## config.mk

```make
export PLATFORM = sky130hd
export DESIGN_NAME = mdio45_master
export DESIGN_NICKNAME = d
export VERILOG_FILES = /design/src/rtl/mdio45_master.sv
export SDC_FILE = /design/constraint.sdc
export NUM_CORES = 1
export LEC_CHECK = 0
export ABC_AREA = 1
export CORE_UTILIZATION = 45
export DETAILED_ROUTE_END_ITERATION = 12
export GPL_TIMING_DRIVEN = 0
export PLACE_DENSITY = 0.72
export SLEW_MARGIN = 20
export SYNTH_ARGS = -nofsm -noshare
export SYNTH_HDL_FRONTEND = slang
export SYNTH_SLANG_ARGS = --single-unit
```

## constraint.sdc

```tcl
create_clock -name clk -period 1.75 [get_ports clk]
set_input_delay 0.175 -clock clk [delete_from_list [all_inputs] [get_ports clk]]
set_output_delay 0.175 -clock clk [all_outputs]
set_load 0.05 [all_outputs]
```

## src/rtl/mdio45_master.sv

```systemverilog
module mdio45_master #(
  parameter int DIV_W   = 8,
  parameter int PRE_LEN = 32
) (
  input  logic             clk,
  input  logic             rst_n,
  input  logic [DIV_W-1:0] half_div,
  input  logic             start,
  input  logic             rd_nwr,
  input  logic [4:0]       phy_addr,
  input  logic [4:0]       mmd_num,
  input  logic [15:0]      reg_addr,
  input  logic [15:0]      wr_data,
  input  logic             mdio_i,
  output logic             mdc,
  output logic             mdio_o,
  output logic             mdio_oe,
  output logic             busy,
  output logic             done,
  output logic [15:0]      rd_data
);

  localparam int FB = PRE_LEN + 32;
  localparam int IW = $clog2(FB);
  localparam logic [IW-1:0] LAST   = IW'(FB - 1);
  localparam logic [IW-1:0] TA_IDX = IW'(FB - 18);
  localparam logic [IW-1:0] D_IDX  = IW'(FB - 16);

  function automatic logic [FB-1:0] mk_frame(input logic [1:0] op, input logic [4:0] pa,
                                             input logic [4:0] ma, input logic [1:0] ta,
                                             input logic [15:0] fld);
    return {{PRE_LEN{1'b1}}, 2'b00, op, pa, ma, ta, fld};
  endfunction

  logic [DIV_W-1:0] cnt;
  logic [FB-1:0]    sh;
  logic [IW-1:0]    bitn;
  logic [IW-1:0]    nb;
  logic             second, rd_q;
  logic [4:0]       phy_q, mmd_q;
  logic [15:0]      addr_q, wd_q, rsh;
  logic             tick;

  assign nb   = bitn + 1'b1;
  assign tick = busy && (cnt == half_div);

  always_ff @(posedge clk) begin
    if (!rst_n) begin
      cnt <= '0; sh <= '0; bitn <= '0; second <= 1'b0; rd_q <= 1'b0;
      phy_q <= '0; mmd_q <= '0; addr_q <= '0; wd_q <= '0; rsh <= '0;
      mdc <= 1'b0; mdio_o <= 1'b1; mdio_oe <= 1'b0;
      busy <= 1'b0; done <= 1'b0; rd_data <= '0;
    end else begin
      done <= 1'b0;
      if (!busy) begin
        if (start) begin
          busy    <= 1'b1;
          rd_q    <= rd_nwr;
          phy_q   <= phy_addr;
          mmd_q   <= mmd_num;
          addr_q  <= reg_addr;
          wd_q    <= wr_data;
          cnt     <= '0;
          mdc     <= 1'b0;
          bitn    <= '0;
          second  <= 1'b0;
          sh      <= mk_frame(2'b00, phy_addr, mmd_num, 2'b10, reg_addr);
          mdio_o  <= 1'b1;
          mdio_oe <= 1'b1;
        end
      end else if (tick) begin
        cnt <= '0;
        mdc <= ~mdc;
        if (!mdc) begin
          if (second && rd_q && bitn >= D_IDX)
            rsh <= {rsh[14:0], mdio_i};
        end else if (bitn == LAST) begin
          if (!second) begin
            second  <= 1'b1;
            bitn    <= '0;
            sh      <= rd_q ? mk_frame(2'b11, phy_q, mmd_q, 2'b11, 16'hFFFF)
                            : mk_frame(2'b01, phy_q, mmd_q, 2'b10, wd_q);
            mdio_o  <= 1'b1;
            mdio_oe <= 1'b1;
          end else begin
            busy    <= 1'b0;
            done    <= 1'b1;
            mdio_o  <= 1'b1;
            mdio_oe <= 1'b0;
            if (rd_q) rd_data <= rsh;
          end
        end else begin
          bitn    <= nb;
          sh      <= {sh[FB-2:0], 1'b1};
          mdio_o  <= sh[FB-2];
          mdio_oe <= !(second && rd_q && nb >= TA_IDX);
        end
      end else begin
        cnt <= cnt + 1'b1;
      end
    end
  end

  p_reset_idle_r1: assert property (@(posedge clk) $past(!rst_n) |-> !busy && !done && !mdc && !mdio_oe);
  p_mdc_idle_r2: assert property (@(posedge clk) disable iff (!rst_n) !busy |-> !mdc);
  p_addr_oe_r3: assert property (@(posedge clk) disable iff (!rst_n) busy && !second |-> mdio_oe);
  p_write_oe_r5: assert property (@(posedge clk) disable iff (!rst_n) busy && !rd_q |-> mdio_oe);
  p_read_release_r6: assert property (@(posedge clk) disable iff (!rst_n)
    busy && second && rd_q && bitn >= D_IDX |-> !mdio_oe);
  p_stable_high_r7: assert property (@(posedge clk) disable iff (!rst_n)
    mdc && $past(mdc) |-> $stable(mdio_o) && $stable(mdio_oe));
  p_stable_rise_r7: assert property (@(posedge clk) disable iff (!rst_n)
    $rose(mdc) |-> $stable(mdio_o) && $stable(mdio_oe));
  p_start_ignored_r8: assert property (@(posedge clk) disable iff (!rst_n)
    busy && start |=> $stable(phy_q) && $stable(mmd_q) && $stable(addr_q) && $stable(rd_q));
  p_done_pulse_r9: assert property (@(posedge clk) disable iff (!rst_n) done |=> !done);
  p_done_busy_r9: assert property (@(posedge clk) disable iff (!rst_n) done |-> !busy && $past(busy));
  p_idle_release_r10: assert property (@(posedge clk) disable iff (!rst_n) !busy |-> !mdio_oe);

endmodule

```

==> results.toml, run 1 <==
[final_layout]
diodes = 0
syn_to_final_growth_pct = 31.8
drive_gt1_share_pct = 12.1
stdcell_count = 1338
final_nets = 1199

[flow_run]
drv_cap = 0

[synth]
ys_ff_latch = 142
synthAdderAreaFrac_pct = 0.566
ys_seq_area_share_pct = 42.9
synth_top_family_by_area = "simple AND/OR/NAND/NOR gates"
yosysMostFrequentCell = "nor2_1"
synth_cell_types = 30
ys_async_sr_fraction_pct = 0
synth_top_area_share_pct = 42.9
synth_edf_count = 0
synth_compound_area_share_pct = 8.49
syn_nets = 1091
synth-simple-area-share_pct = 37.2
yosysWarnings = 0
synth_top_area_cell = "dfxtp_1"
synth_area_leaders = "dfxtp_1 43%, nor2_1 17%, nand2_1 13%"
syn_avg_cell_area_um2 = 6.42
synth_common_cells = "300 x nor2_1, 229 x nand2_1, 142 x dfxtp_1"
syn-cell-area_mm2 = 0.00663
synth_mux_area_share_pct = 0
synthCells = 1033
synth_xor_area_share_pct = 1.06
synth_flop_cell = "dfxtp_1"

[place]
hpwlAfterDp_um = 11300
port_buffers = 74
gp_congestion = 0.828
place_inst = 1291

[route]
routedWlPerCell_um = 12.6
wirelength_um = 16900
dr.pass1.iters = 7
via_per_inst = 4.92
vias = 6587
ant_nets = 0
drc = 0
drt_iter0_drc = 444

[grt]
grt_pass1_vias = 5811
antenna_found_initial = 0
grt_pass1_wl_um = 27600
grt_max_degree = 17
track_usage_pct = 23.1
grt_overflow = 0

[sta]
min_period_ps = 1730
slew_headroom_pct = 58.7
holdWs_ps = 336
clock_skew_ps = 5.47
fmax_ghz = 0.579
finalHoldViolCount = 0
final-setup-viol-count = 0
rsz0062_at_grt = "true"
drv_slew = 0
tightest_slew_ps = 620
fin_crit_sh_pct = 98.7

[power_and_ir_drop]
clock_power_share_pct = 46.5
finalPower_mw = 8.77
p_comb_share_pct = 13.0
p_sw_mw = 2.16
ir_worst_vdd_mv = 0.784
p_seq_share_pct = 40.5
powerDensity_mw_per_mm2 = 1000
sw_frac_of_total_pct = 24.7
p_leak_nw = 4.29
power.internal_mw = 6.60

[worst_setup_path]
critPathRequiredTime_ps = 2100
crit_path_cell_trace = "ha_4 -> nand3_4 -> nor2_4 -> inv_2 -> o21ai_2 -> inv_2 -> buf_8 -> buf_8 -> nand3_1 -> nand2_1 -> nor2_1"
rr_endpoint = "bitn[4]"
reg2reg_depth = 11
rrSetupSlack_ps = 20
crit_path_max_incr_delay_ps = 360
cp_slowest_cell = "dfxtp_4"
critPathCaptureType = "register"
arrival_ps = 2080
reg2reg_from = "bitn[0]"
startpoint_type = "register"
cp_max_fo = 10
critical_path_class = "register to register"

[clock_tree]
clk_latency_ps = 420
numCtsBuffers = 17
cts_buffer_depth = 2
htree_num_levels = 4
clkTransAtPathRegs_ps = 60
cts_root_buf = "clkbuf_16"
cts.hold.buffers_added = 0
cts.sinks = 142
cts_tree = "done"

[worst_hold_path]
worstHoldPathCells = 3
hp-start = "wr_data[5]"
hp-class = "input pin to register"
min_delay_worst_endpoint = "wd_q[5]"

[floorplan]
core_mm2 = 0.0145
start_util_pct = 45.8
die_x_um = 123
rows = 44
die_h_um = 123
die_area_mm2 = 0.0152
io_pins = 76

[run_status]
status = "completed"
[metrics by stage]
stage | area [um2] | TNS, ps | setup WS [ps] | utilization, %
after CTS | 8470 | 0 | 1.49 | 58.5
after global placement | 7600 | -45450 | -527 | 52.5
after detailed placement | 7600 | -45200 | -511 | 52.5
after global routing | 8740 | -1020 | -65.6 | 60.4
after floorplan | 6630 | 0 | 30.0 | -
final | 8740 | 0 | 22.4 | 60.4
[final cells by class]
cell class,count,area [um2]
clock buffer,23,488
tap,184,230
fill,1355,5740
timing repair buffer,91,920
sequential,142,2860
buffer,60,429
inverter,91,353
multi-input combinational,738,3290
clock inverter,9,179
[worst max-delay path: cells and delay by family, from the launching register on]
kind,cells,cell delay (ps)
flops,1,360
compound gates,1,130
fa+ha+maj,1,160
buf+inv,4,460
simple gates,5,550
[layer usage]
| metal | global-route usage [%] | vias to the layer above | part of all wire [%] |
|---|---|---|---|
| li1 | - | 3415 | - |
| met1 | 30.9 | 2985 | 48 |
| met2 | 36.6 | 166 | 45 |
| met3 | 5.30 | 21 | 5.6 |
| met4 | 7.23 | 0 | 1.4 |
| met5 | 0 | - | 0 |
[power groups by stage]
| stage | combinational [mW] | clock (mW) | sequential, mW |
|---|---|---|---|
| global placement | 0.997 | 0 | 3.61 |
| finish | 1.14 | 4.07 | 3.55 |
| global route | 1.28 | 4.25 | 3.58 |
| floorplan | 0.665 | 0 | 3.61 |
| CTS | 1.05 | 4.10 | 3.55 |
| detailed placement | 1.01 | 0 | 3.61 |
[kinds of logic after synthesis]
logic type      after synthesis
simple gates                620
flops                       142
xor+xnor                      8
buf+inv                     153
compound gates              107
fa+ha+maj                     3
[sequential cells by signal, summed over array words and instances, names as in the netlist]
| signal | cells |
|---|---|
| busy | 1 |
| rsh | 16 |
| rd_q | 1 |
| mmd_q | 5 |
| done | 1 |
| mdio_o | 1 |
| bitn | 6 |
| mdio_oe | 1 |
| mdc | 1 |
| rd_data | 16 |
| phy_q | 5 |
| second | 1 |
| sh | 63 |
| wd_q | 16 |
| cnt | 8 |
[worst max path at each step]
| stage | slack, ps | end | start | cells past startpoint |
|---|---|---|---|---|
| global placement | -530 | sh[52] | start | 10 |
| detailed placement | -510 | sh[52] | start | 10 |
| finish | 20 | bitn[4] | bitn[0] | 11 |
| floorplan | 30 | sh[28] | bitn[0] | 12 |
| global route | -70 | bitn[4] | bitn[1] | 11 |
| CTS | 1 | rd_data[6] | rd_data[6] | 1 |
[cells in the final DEF, fill, tap and decap left out, drive strengths merged]
master | netlist | layout
bufinv | 0 | 5
nor3 | 2 | 2
nand3 | 79 | 79
clkbuf | 35 | 54
inv | 89 | 90
xor2 | 3 | 3
o21ai | 67 | 67
a21oi | 29 | 29
nand3b | 2 | 2
o22ai | 3 | 3
nand4 | 1 | 1
nor2 | 303 | 303
or2 | 3 | 3
dlygate4sd2 | 0 | 8
nand2 | 230 | 230
o21a | 1 | 1
o211ai | 6 | 6
clkinv | 2 | 2
buf | 27 | 46
clkinvlp | 0 | 3
dlymetal6s2s | 0 | 12
ha | 3 | 3
dfxtp | 142 | 142
o21bai | 1 | 1
xnor2 | 5 | 5
clkdlybuf4s50 | 0 | 54
[what timing repair did]
action | 4_1_cts | 5_1_grt
cloned | 2 | 1
resized for setup | 60 | 79
pin swaps | 3 | 33
setup buffers | 7 | 7
endpoints found under the setup margin | 133 | 138
No activity file was read; power rests on OpenSTA's default activity.
==> run 2, diff against run 1 <==
--- a/config.mk
+++ b/config.mk
@@ -14,3 +14,4 @@
 export SYNTH_ARGS = -nofsm -noshare
 export SYNTH_HDL_FRONTEND = slang
 export SYNTH_SLANG_ARGS = --single-unit
+export TNS_END_PERCENT = 100
==> results of run 2 <==
No change in the layout: final DEF, timing and power equal those of run 1.
